<file path="src/rtl/pwr_pkg.sv">
package pwr_pkg;
  localparam int PS_W = 2;
  typedef logic [PS_W-1:0] ps_code_t;

  localparam ps_code_t PS_D0  = 2'b00;
  localparam ps_code_t PS_D1  = 2'b01;
  localparam ps_code_t PS_RSV = 2'b10;
  localparam ps_code_t PS_D3  = 2'b11;

  typedef enum logic [1:0] {
    ST_D0U = 2'd0,
    ST_D0A = 2'd1,
    ST_D1  = 2'd2,
    ST_D3  = 2'd3
  } pst_e;

  function automatic ps_code_t st_code(pst_e s);
    case (s)
      ST_D1:   return PS_D1;
      ST_D3:   return PS_D3;
      default: return PS_D0;
    endcase
  endfunction

  function automatic logic st_low(pst_e s);
    return (s == ST_D1) || (s == ST_D3);
  endfunction
endpackage

</file>
<file path="src/rtl/pwr_state_fsm.sv">
module pwr_state_fsm
  import pwr_pkg::*;
#(
  parameter bit PROMOTE_ANY = 1'b1
) (
  input  logic     clk,
  input  logic     rst,
  input  logic     ps_wr,
  input  ps_code_t ps_wdata,
  input  logic     io_en,
  input  logic     mem_en,
  input  logic     bm_en,
  output pst_e     st_q,
  output pst_e     st_d
);
  logic cfg_done;
  logic wr_d0, wr_d1, wr_d3;

  generate
    if (PROMOTE_ANY) begin : g_any
      assign cfg_done = io_en | mem_en | bm_en;
    end else begin : g_all
      assign cfg_done = io_en & mem_en & bm_en;
    end
  endgenerate

  assign wr_d0 = ps_wr && (ps_wdata == PS_D0);
  assign wr_d1 = ps_wr && (ps_wdata == PS_D1);
  assign wr_d3 = ps_wr && (ps_wdata == PS_D3);

  always_comb begin
    st_d = st_q;
    case (st_q)
      ST_D0U: begin
        if (wr_d1)         st_d = ST_D1;
        else if (wr_d3)    st_d = ST_D3;
        else if (cfg_done) st_d = ST_D0A;
      end
      ST_D0A: begin
        if (wr_d1)      st_d = ST_D1;
        else if (wr_d3) st_d = ST_D3;
      end
      ST_D1: begin
        if (wr_d0)      st_d = ST_D0A;
        else if (wr_d3) st_d = ST_D3;
      end
      ST_D3: begin
        if (wr_d0) st_d = ST_D0U;
      end
      default: st_d = ST_D0U;
    endcase
  end

  always_ff @(posedge clk) begin
    if (rst) st_q <= ST_D0U;
    else     st_q <= st_d;
  end
endmodule

</file>
<file path="src/rtl/pwr_gate_out.sv">
module pwr_gate_out
  import pwr_pkg::*;
(
  input  logic     clk,
  input  logic     rst,
  input  pst_e     st_d,
  input  logic     io_en,
  input  logic     mem_en,
  input  logic     bm_en,
  output ps_code_t pstate_o,
  output logic     uninit_o,
  output logic     cfg_ok,
  output logic     io_ok,
  output logic     mem_ok,
  output logic     master_ok
);
  logic act_d;
  assign act_d = (st_d == ST_D0A);

  always_ff @(posedge clk) begin
    if (rst) begin
      pstate_o  <= PS_D0;
      uninit_o  <= 1'b1;
      cfg_ok    <= 1'b0;
      io_ok     <= 1'b0;
      mem_ok    <= 1'b0;
      master_ok <= 1'b0;
    end else begin
      pstate_o  <= st_code(st_d);
      uninit_o  <= (st_d == ST_D0U);
      cfg_ok    <= (st_d != ST_D0U);
      io_ok     <= act_d & io_en;
      mem_ok    <= act_d & mem_en;
      master_ok <= act_d & bm_en;
    end
  end
endmodule

</file>
<file path="src/rtl/pwr_pme_ctrl.sv">
module pwr_pme_ctrl
  import pwr_pkg::*;
(
  input  logic clk,
  input  logic rst,
  input  pst_e st_q,
  input  pst_e st_d,
  input  logic wake_evt,
  input  logic pme_en,
  input  logic pme_clr,
  output logic pme_n
);
  logic sts_q, sts_d;

  always_comb begin
    if (wake_evt && st_low(st_q)) sts_d = 1'b1;
    else if (pme_clr)             sts_d = 1'b0;
    else                          sts_d = sts_q;
  end

  always_ff @(posedge clk) begin
    if (rst) begin
      sts_q <= 1'b0;
      pme_n <= 1'b1;
    end else begin
      sts_q <= sts_d;
      pme_n <= ~(sts_d & pme_en & st_low(st_d));
    end
  end
endmodule

</file>
<file path="src/rtl/pci_pwr_state_ctrl.sv">
module pci_pwr_state_ctrl
  import pwr_pkg::*;
#(
  parameter bit PROMOTE_ANY = 1'b1
) (
  input  logic       clk,
  input  logic       rst,
  input  logic       ps_wr,
  input  logic [1:0] ps_wdata,
  input  logic       io_en,
  input  logic       mem_en,
  input  logic       bm_en,
  input  logic       pme_en,
  input  logic       pme_clr,
  input  logic       wake_evt,
  output logic [1:0] pstate_o,
  output logic       uninit_o,
  output logic       cfg_ok,
  output logic       io_ok,
  output logic       mem_ok,
  output logic       master_ok,
  output logic       pme_n
);
  pst_e st_q, st_d;

  pwr_state_fsm #(.PROMOTE_ANY(PROMOTE_ANY)) u_fsm (
    .clk(clk), .rst(rst), .ps_wr(ps_wr), .ps_wdata(ps_wdata),
    .io_en(io_en), .mem_en(mem_en), .bm_en(bm_en),
    .st_q(st_q), .st_d(st_d)
  );

  pwr_gate_out u_gate (
    .clk(clk), .rst(rst), .st_d(st_d),
    .io_en(io_en), .mem_en(mem_en), .bm_en(bm_en),
    .pstate_o(pstate_o), .uninit_o(uninit_o), .cfg_ok(cfg_ok),
    .io_ok(io_ok), .mem_ok(mem_ok), .master_ok(master_ok)
  );

  pwr_pme_ctrl u_pme (
    .clk(clk), .rst(rst), .st_q(st_q), .st_d(st_d),
    .wake_evt(wake_evt), .pme_en(pme_en), .pme_clr(pme_clr),
    .pme_n(pme_n)
  );
endmodule

</file>
<file path="config.mk">
export PLATFORM = sky130hd
export DESIGN_NAME = pci_pwr_state_ctrl
export DESIGN_NICKNAME = d
export VERILOG_FILES = /design/src/rtl/pwr_pkg.sv /design/src/rtl/pwr_state_fsm.sv /design/src/rtl/pwr_gate_out.sv /design/src/rtl/pwr_pme_ctrl.sv /design/src/rtl/pci_pwr_state_ctrl.sv
export SDC_FILE = /design/constraint.sdc
export NUM_CORES = 1
export LEC_CHECK = 0
export BUFFER_PORTS_ARGS = -buffer_cell sky130_fd_sc_hd__buf_4
export CAP_MARGIN = 20
export CORE_AREA = 2 2 39 41
export DETAILED_ROUTE_END_ITERATION = 8
export DIE_AREA = 0 0 41 43
export REMOVE_ABC_BUFFERS = 1
export SYNTH_ARGS = -nofsm -noshare
export SYNTH_HDL_FRONTEND = slang
export SYNTH_HIERARCHICAL = 1
export SYNTH_SLANG_ARGS = --single-unit
</file>
<file path="constraint.sdc">
create_clock -name clk -period 1.5 [get_ports clk]
set_input_delay 0.225 -clock clk [delete_from_list [all_inputs] [get_ports clk]]
set_output_delay 0.225 -clock clk [all_outputs]
set_load 0.1 [all_outputs]
</file>
Yosys cells after proc, flatten, opt, wreduce, memory -nomap -nowiden. Cells that the tools add are included. Widths: inputs -> output; s select.

Bits in latches: 0. Memories: 0. Input bits: 11. Memory bits (read-only): 0. Word-level logic and storage cells: 46. Output and inout bits: 8. Register bits: 11. Memory bits (writable): 0.

Equal/unequal tests: 8. $add $sub $neg: 0. $lt $le $gt $ge: 0. Shift operators: 0. Bitwise operators: 8. Divide/modulo/power cells: 0. Reduce and logical (&&, ||, !) cells: 10. $mul: 0. Multiplexer cells: 11.

Operators by type and width (count): $mux 2 (7); $eq 2x2->1 const B (5); $pmux 2 s4 (1); $eq 2x1->1 const B (3); $logic_not 2->1 (3); $and 1x1->1 (5); $logic_and 1x1->1 (4); $pmux 2 s2 (1); $logic_or 1x1->1 (2); $mux 1 (2); $or 1x1->1 (2); $reduce_bool 2->1 (1); $not 1->1 (1).

Logic depth before layout (Yosys ltp). Gate-level depths: netlist of run 1.

Depth after elaboration: 10. Gate-level depth with buffers: 5. Gate-level depth less buffers: 5.

Modules after synthesis. The synthesis of run 1 kept the hierarchy.

Modules (own cells, without submodules): pwr_gate_out (cells an instance 14, seq. area each 140.1 um^2, area each 214.0 um^2, times used 1); pwr_state_fsm (cells an instance 17, seq. area each 40.0 um^2, area each 126.4 um^2, times used 1); pwr_pme_ctrl (cells an instance 7, seq. area each 40.0 um^2, area each 75.1 um^2, times used 1).

Worst setup path before layout of run 1. OpenSTA, ideal clock, no wires.

Path kind: register to register. Start: reg u_fsm.st_q[0]. End: reg u_gate.io_ok. Arrival time: 1.108 ns. Slack: 0.274 ns. Cell stages (with the launch flop): 5. Period minus slack after synthesis: 1.226 ns. Path buffers: 0. Data required time: 1.383 ns. Setup time: 0.117 ns. Cell sequence: dfxtp_1 -> or3b_1 -> o2111ai_1 -> nand2_1 -> and4bb_2.

Longest elaborated chain between the ends: 6. Elaborated cells on any way between the ends: 14. Classes of those cells: eq/ne (4); mux (8); bitwise (1); reduce/logical (1).

RTL lines: start, declared (RTL line pwr_state_fsm.sv:13) `output pst_e st_q,`; start signal, assigned (RTL line pwr_state_fsm.sv:56) `else st_q <= st_d;`; $mux 2 (RTL line pwr_state_fsm.sv:37) `else if (cfg_done) st_d = ST_D0A;`; $mux 2 (RTL line pwr_state_fsm.sv:36) `else if (wr_d3) st_d = ST_D3;`; $mux 2 (RTL line pwr_state_fsm.sv:35) `if (wr_d1) st_d = ST_D1;`; $pmux 2 s4 * (RTL line pwr_state_fsm.sv:33) `case (st_q)`; named net st_d[0] (RTL line pci_pwr_state_ctrl.sv:24) `pst_e st_q, st_d;`; $eq 2x1->1 * (RTL line pwr_gate_out.sv:18) `assign act_d = (st_d == ST_D0A);`; $and 1x1->1 * (RTL line pwr_gate_out.sv:32) `io_ok <= act_d & io_en;`; end signal, assigned (RTL line pwr_gate_out.sv:32); end, declared (RTL line pwr_gate_out.sv:13) `output logic io_ok,`.

The timed path passes the listed nets; every way through them passes the cells marked *. A chain may end at the register's enable or synchronous reset.

Worst setup path in the final report of run 1.
Start: reg u_fsm.st_q[0]. End: reg u_gate.mem_ok.

Longest elaborated chain between the ends: 6. Elaborated cells on any way between the ends: 14. Classes of those cells: eq/ne (4); mux (8); bitwise (1); reduce/logical (1).

RTL lines: $mux 2 (RTL line pwr_state_fsm.sv:37); $mux 2 (RTL line pwr_state_fsm.sv:36); $mux 2 (RTL line pwr_state_fsm.sv:35); $pmux 2 s4 * (RTL line pwr_state_fsm.sv:33); named net st_d[0] (RTL line pci_pwr_state_ctrl.sv:24); $eq 2x1->1 * (RTL line pwr_gate_out.sv:18); $and 1x1->1 * (RTL line pwr_gate_out.sv:33) `mem_ok <= act_d & mem_en;`; end signal, assigned (RTL line pwr_gate_out.sv:33); end, declared (RTL line pwr_gate_out.sv:14) `output logic mem_ok,`.

Marked as above.

==> results list, run 1 <==
* Status: finished clean
- Placed cell count: 72
* Switching Fraction: 33.2%
- The repair_antennas step left the layout with diodes totalling 0.
- Clock latency on the worst-skew pair, taken at its later pin, is 0.26 ns.
- Of the synthesized area, sequential elements account for 53.0%.
* Wire length of the first global-routing pass: 1280 um
* Initial detailed-routing violation count: 6
- Root buf cell: clkbuf_4
* Placeable Area: 1380 um2
* Number of synthesis warnings: 6
- # port buffers: 18
- Measured along the y axis, the die boundary spans 43 um.
- Power Total: 0.703 mW
* Final standard cell count with taps included and fillers excluded: 76
- Initial core utilization: 30.0%
* Required @ worst endpoint: 1.65 ns
* Buf/Inv on CP: 0
* Internal portion of total power: 0.470 mW
* Final hold vios: 0
* Final hold slack: 0.194 ns
- Fraction of final layout cells sized beyond drive strength 1: 48.3%
- Count of nets after finishing: 72
- Detailed-route vias per instance: 4.62
* Top-Level Pins: 19
- For this run, the total global-route usage over all layers was measured as 11.4%.
- Post-CTS repair timing setup buffer count: 0
- The floorplan step set the die width to 41 um.
- Total power per unit cell area: 1180 nW/um2
- Part of the power in combinational logic: 26.7%
- IR analysis of the VDD net gives a maximum drop of 0.437 mV.
- Unique masters post-synth: 19
- In this run the static leakage power is 0.272 nW.
* Number of standard cells after synthesis: 38
- Max Buffers Root-to-Sink: 2
* Number of antenna violations at the first check in global routing: 0
* Most frequent cells in the layout: buf_4 (18), dfxtp_1 (11), nand2_1 (4)
- Path category of the worst min-delay check: primary input to flop
- TritonCTS built the clock tree.
- In this run the remaining antenna-violating nets after routing total 0.
- The first detailed-routing pass took 4 iterations.
* RePlAce Congestion: 0.589
- Average instance area after synthesis: 10.9 um2
- Stage delay of the slowest cell on the critical path: 0.35 ns
- Entering global routing, the biggest net connects 12 pins.
- Post-route clock skew: 0.00369 ns
* CTS Hold Bufs: 0
- Drt total wl: 817 um
* Clock network fraction of design power: 27.9%
- Summing over every cut layer, the via total after detailed routing is 351.
- Fmax: 751 MHz
- Placement row count: 14
* Worst rel slew slack: 81.8%
- Per report_power, the sequential group accounts for 45.3% of the total.
- Routed wirelength normalized by instance count: 10.8 um
* Total number of H-tree levels: 1
* Mapped cell area: 415 um2
- Setup violations remaining at the end of the flow were counted as 0.
* Startpoint type of the worst setup path: flop
- CP top delay family: simple AND/OR/NAND/NOR gates
- Final clock period utilization by the worst path: 88.8%
- Element type at the critical path end: flop
- Clock buffer count from CTS: 3
- Slew @ Worst Pin: 0.271 ns
- Category of the critical setup timing path: flop to flop
* Clock slew seen by the registers of the worst setup and hold paths: 0.07 ns
- For this run, design rule violations remaining after detail routing come to 0.
* Unrepaired setup endpoints after global routing: no
- For this run the aggregate overflow at the end of global routing stands at 0.
* Fraction of the core area covered by cells at the end of the flow: 43.1%
- Counting flops and latches in the post-synthesis netlist gives 11.
- Number of max-cap violations: 0
- Layout overhead on the synthesized area: 43.7%
- Setup total negative slack on the finished layout was measured at 0 ns.
- The die covers 1760 um2.
* Vias in the first global route: 303
- Max-slew violation total from the final report: 0
* Minimum period implied by the final worst setup slack: 1.33 ns
- Data arrival time of the critical path: 1.49 ns
* Gates resized, CTS repair: 0
- The signal on the critical path passes through or3b_1 > o2111ai_1 > nand2_1 > and4bb_2.
- In this run the power spent charging and discharging nets is 0.233 mW.
- Post-DP HPWL: 603 um
- For this design, the sink count on the clock tree is 11.
- Worst-path fanout max: 6
* Worst-path cell with the longest stage delay: or3b_1
- Most frequent standard cell in the layout excluding fill and tap cells: buf_4
-- metal layers --
| layer | track usage [%] | routed length, um | up-vias |
|---|---|---|---|
| met3 | 3.14 | 80 | 2 |
| met1 | 15.3 | 354 | 147 |
| met2 | 13.1 | 367 | 15 |
| met5 | 0 | 0 | - |
| met4 | 12.0 | 14 | 0 |
| li1 | - | - | 187 |
-- power by group through the flow --
| stage | logic (mW) | registers (mW) | clock network, mW |
|---|---|---|---|
| finish | 0.188 | 0.319 | 0.196 |
| CTS | 0.189 | 0.319 | 0.210 |
| floorplan | 0.0377 | 0.421 | 0 |
| global placement | 0.188 | 0.326 | 0 |
| detailed placement | 0.189 | 0.326 | 0 |
| global route | 0.197 | 0.321 | 0.230 |
-- cells by family after synthesis --
| kind of cell | after synthesis | synth area share (%) |
|---|---|---|
| AND/OR/NAND/NOR | 16 | 29.2 |
| buffers and inverters | 1 | 0.903 |
| flip-flops | 11 | 53.0 |
| AO/OA/AOI/OAI | 10 | 16.9 |
-- path summary, 6_finish.rpt --
path | startpoint | end | slack, ns | depth (start not counted)
max reg2reg | u_fsm/st_q[0]$_SDFF_PP0_ | u_gate/mem_ok$_SDFF_PP0_ | 0.17 | 4
min reg2reg | u_pme/sts_q$_SDFF_PP0_ | u_pme/sts_q$_SDFF_PP0_ | 0.49 | 2
min | rst | u_pme/sts_q$_SDFF_PP0_ | 0.19 | 2
max | u_fsm/st_q[0]$_SDFF_PP0_ | u_gate/mem_ok$_SDFF_PP0_ | 0.17 | 4
-- flip-flops by register name, indices dropped and copies added, names as in the netlist --
register / cells
u_pme/sts_q: 1
u_gate/mem_ok: 1
u_gate/uninit_o: 1
u_gate/master_ok: 1
u_gate/io_ok: 1
u_gate/cfg_ok: 1
u_pme/pme_n: 1
u_gate/pstate_o: 2
u_fsm/st_q: 2
-- per-stage QoR --
step | instance area, um2 | setup WS [ns]
finish | 597 | 0.168
global route | 597 | 0.0865
CTS | 597 | 0.170
detailed placement | 571 | 0.147
global placement | 571 | 0.160
floorplan | 415 | 0.274
-- cell type report --
cell class	instances	area, um2
Fill cell	134	787
Inverter	1	3.75
Clock buffer	4	26.3
Multi-Input combinational cell	26	191
Tap cell	16	20.0
Timing Repair Buffer	18	135
Sequential cell	11	220
-- Yosys cell counts, drive strengths merged --
cell type / count / share of area, %
dfxtp: 11 / 53
nand2: 5 / 5.1
a21oi: 3 / 3.6
and4bb: 3 / 9.0
a211o: 2 / 4.2
nor2: 2 / 1.8
a31oi: 1 / 1.5
and2b: 1 / 2.1
and3b: 1 / 2.4
inv: 1 / 0.90
nand2b: 1 / 3.3
nor3b: 1 / 1.8
nor4: 1 / 1.5
o2111ai: 1 / 2.1
o21ai: 1 / 1.2
o21ba: 1 / 2.4
o21bai: 1 / 1.8
or3b: 1 / 2.1
Power figures use the tool's default switching activity.
==> run 2, diff against run 1 <==
CTS_BUF_LIST = sky130_fd_sc_hd__clkbuf_2   (was default)
==> results list, run 2 (same netlist as run 1, synthesis figures left out) <==
- After routing, the total negative slack on setup checks comes to 0 ns.
- Data on the critical path arrives at its endpoint at 1.47 ns.
* Path category of the worst min-delay check: primary input to flop
* Slack of the critical path: 0.168 ns
- Global routing finished with a remaining overflow of 0.
- Wire length of the first global-routing pass: 1280 um
- The clock passes through at most 2 buffers.
- In this run the number of H-tree levels came out at 1.
* Switching Fraction: 34.8%
* Placeable Area: 1380 um2
- Overall die width: 41 um
- Derived from the worst setup path, the maximum achievable clock frequency is 751 MHz.
- The library cell used most frequently in the layout, excluding fill and tap cells, is buf_4.
- Gates resized during post-CTS repair numbered 0.
* Internal portion of total power: 0.438 mW
- Clock-pin slew was measured on the worst setup and hold paths at 0.11 ns.
* Number of antenna violations at the first check in global routing: 0
- After floorplanning, the core was divided into 14 placement rows.
- For the worst-skew pair, the clock arrives at the later sink with an insertion delay of 0.25 ns.
* Part of the power in combinational logic: 28.0%
- The routed design has 808 um of wire.
- TritonCTS built the clock tree.
* Total routing usage reported by global routing: 11.1%
- Summed over all nets, the half-perimeter wirelength after detailed placement is 603 um.
- CTS Hold Bufs: 0
* Worst-path fanout max: 6
- Category of the critical setup timing path: flop to flop
* Detailed-routing iteration count for the pre-antenna-repair pass: 4
- In the layout the commonest cells are buf_4 (18), dfxtp_1 (11), clkbuf_2 (4), nand2_1 (4).
* Part of the power in registers: 47.5%
* Power Total: 0.671 mW
- STA puts the critical path data required time at 1.64 ns.
- Final count of negative-setup-slack endpoints: 0
- For this design the total switching power over the nets is 0.233 mW.
- For the pin with the worst max-slew slack, the measured transition is 0.271 ns.
- Compared with the post-synthesis result, the final layout area differs by 42.2%.
- Once the floorplan was initialized, standard cells occupied 30.0% of the core.
- Fraction of final layout cells sized beyond drive strength 1: 50.0%
* Vias after detailed routing: 347
- RePlAce Congestion: 0.589
* Post-Place Setup Slack: 0.147 ns
- In the routed design, unresolved DRC markers number 0.
- Max-slew violation total from the final report: 0
* Final antenna diode count: 0
- The flow ran to the end, and the final reports show no timing, DRC or antenna violations.
* Height of the chip: 43 um
- In this run, CTS created clock tree buffers numbering 3.
- Minimum period implied by the final worst setup slack: 1.33 ns
- Root buf cell: clkbuf_2
- STA classifies the critical path startpoint as a flop.
* Final clock period utilization by the worst path: 88.8%
- In this run the static leakage power is 0.273 nW.
* Post-route clock skew: 0.00894 ns
- Entering global routing, the biggest net connects 12 pins.
- Total power per unit cell area: 1140 nW/um2
* Unrepaired setup endpoints after global routing: no
- Post-CTS repair timing setup buffer count: 0
- The worst register-to-register path has a setup slack of 0.17 ns.
- Final hold vios: 0
* Worst rel slew slack: 81.8%
- Vias in the first global route: 304
- IR drop worst, VDD: 0.415 mV
* Routed wirelength normalized by instance count: 10.6 um
* Count of nets after finishing: 72
- Max-cap violations in this run came to 0.
- Counting every sink on the clock net gives 11.
- Dividing the detail-routed via count by the number of cells gives 4.57.
- Element type at the critical path end: flop
* Overall die area: 1760 um2
* Largest registers: u_fsm/st_q: 2 flops, u_gate/pstate_o: 2 flops
- # port buffers: 18
- The clock network accounts for 24.5% of the total power.
- Post-route antenna net violation count: 0
- For this block, the initial DRC count from the detailed router was 8.
- Top-Level Pins: 19
run 2: changes by cell type in the layout (fill, tap and decap cells not counted):
cell	change
clkbuf_2	+4
clkbuf_4	-3
clkbuf_1	-1
run 2: path summary, 6_finish.rpt:
path / startpoint / end / cells after the start
setup / recovery: u_fsm/st_q[0]$_SDFF_PP0_ / u_gate/mem_ok$_SDFF_PP0_ / 4
hold / removal: rst / u_fsm/st_q[1]$_SDFF_PP0_ / 2
setup reg to reg: u_fsm/st_q[0]$_SDFF_PP0_ / u_gate/mem_ok$_SDFF_PP0_ / 4
hold reg to reg: u_pme/sts_q$_SDFF_PP0_ / u_pme/sts_q$_SDFF_PP0_ / 2
run 2: final cells by class:
cell class                      instances  area [um2]
Tap cell                               16        20.0
Inverter                                1        3.75
Clock buffer                            4        20.0
Fill cell                             135         793
Sequential cell                        11         220
Multi-Input combinational cell         26         191
Timing Repair Buffer                   18         135
run 2: stage by stage:
| stage | instance area (um2) | std cells | util, % | hold slack [ns] |
|---|---|---|---|---|
| after CTS | 591 | 76 | 42.7 | 0.182 |
| final | 591 | 76 | 42.7 | 0.198 |
| after detailed placement | 571 | 72 | 41.2 | 0.473 |
| after floorplan | 415 | 38 | - | 0.294 |
| after global placement | 571 | 72 | 41.2 | 0.467 |
| after global routing | 591 | 76 | 42.7 | 0.182 |
run 2: routing by layer:
metal / vias up / wire length, um / track usage (%)
met5: - / 0 / 0
met4: 0 / 14 / 10.0
met3: 2 / 80 / 3.14
met2: 15 / 358 / 13.1
met1: 146 / 354 / 15.3
li1: 184 / - / -
run 2: critical path, stage by stage (launching register included):
cell and delay, ns:
dfxtp_1 0.36, or3b_1 0.35, o2111ai_1 0.10, nand2_1 0.17, and4bb_2 0.26
run 2: power groups by stage:
stage	logic, mW	clock network, mW	registers, mW
after detailed placement	0.189	0	0.326
after global placement	0.188	0	0.326
after floorplan	0.0377	0	0.421
after global routing	0.197	0.196	0.321
final	0.188	0.165	0.319
after CTS	0.189	0.175	0.319
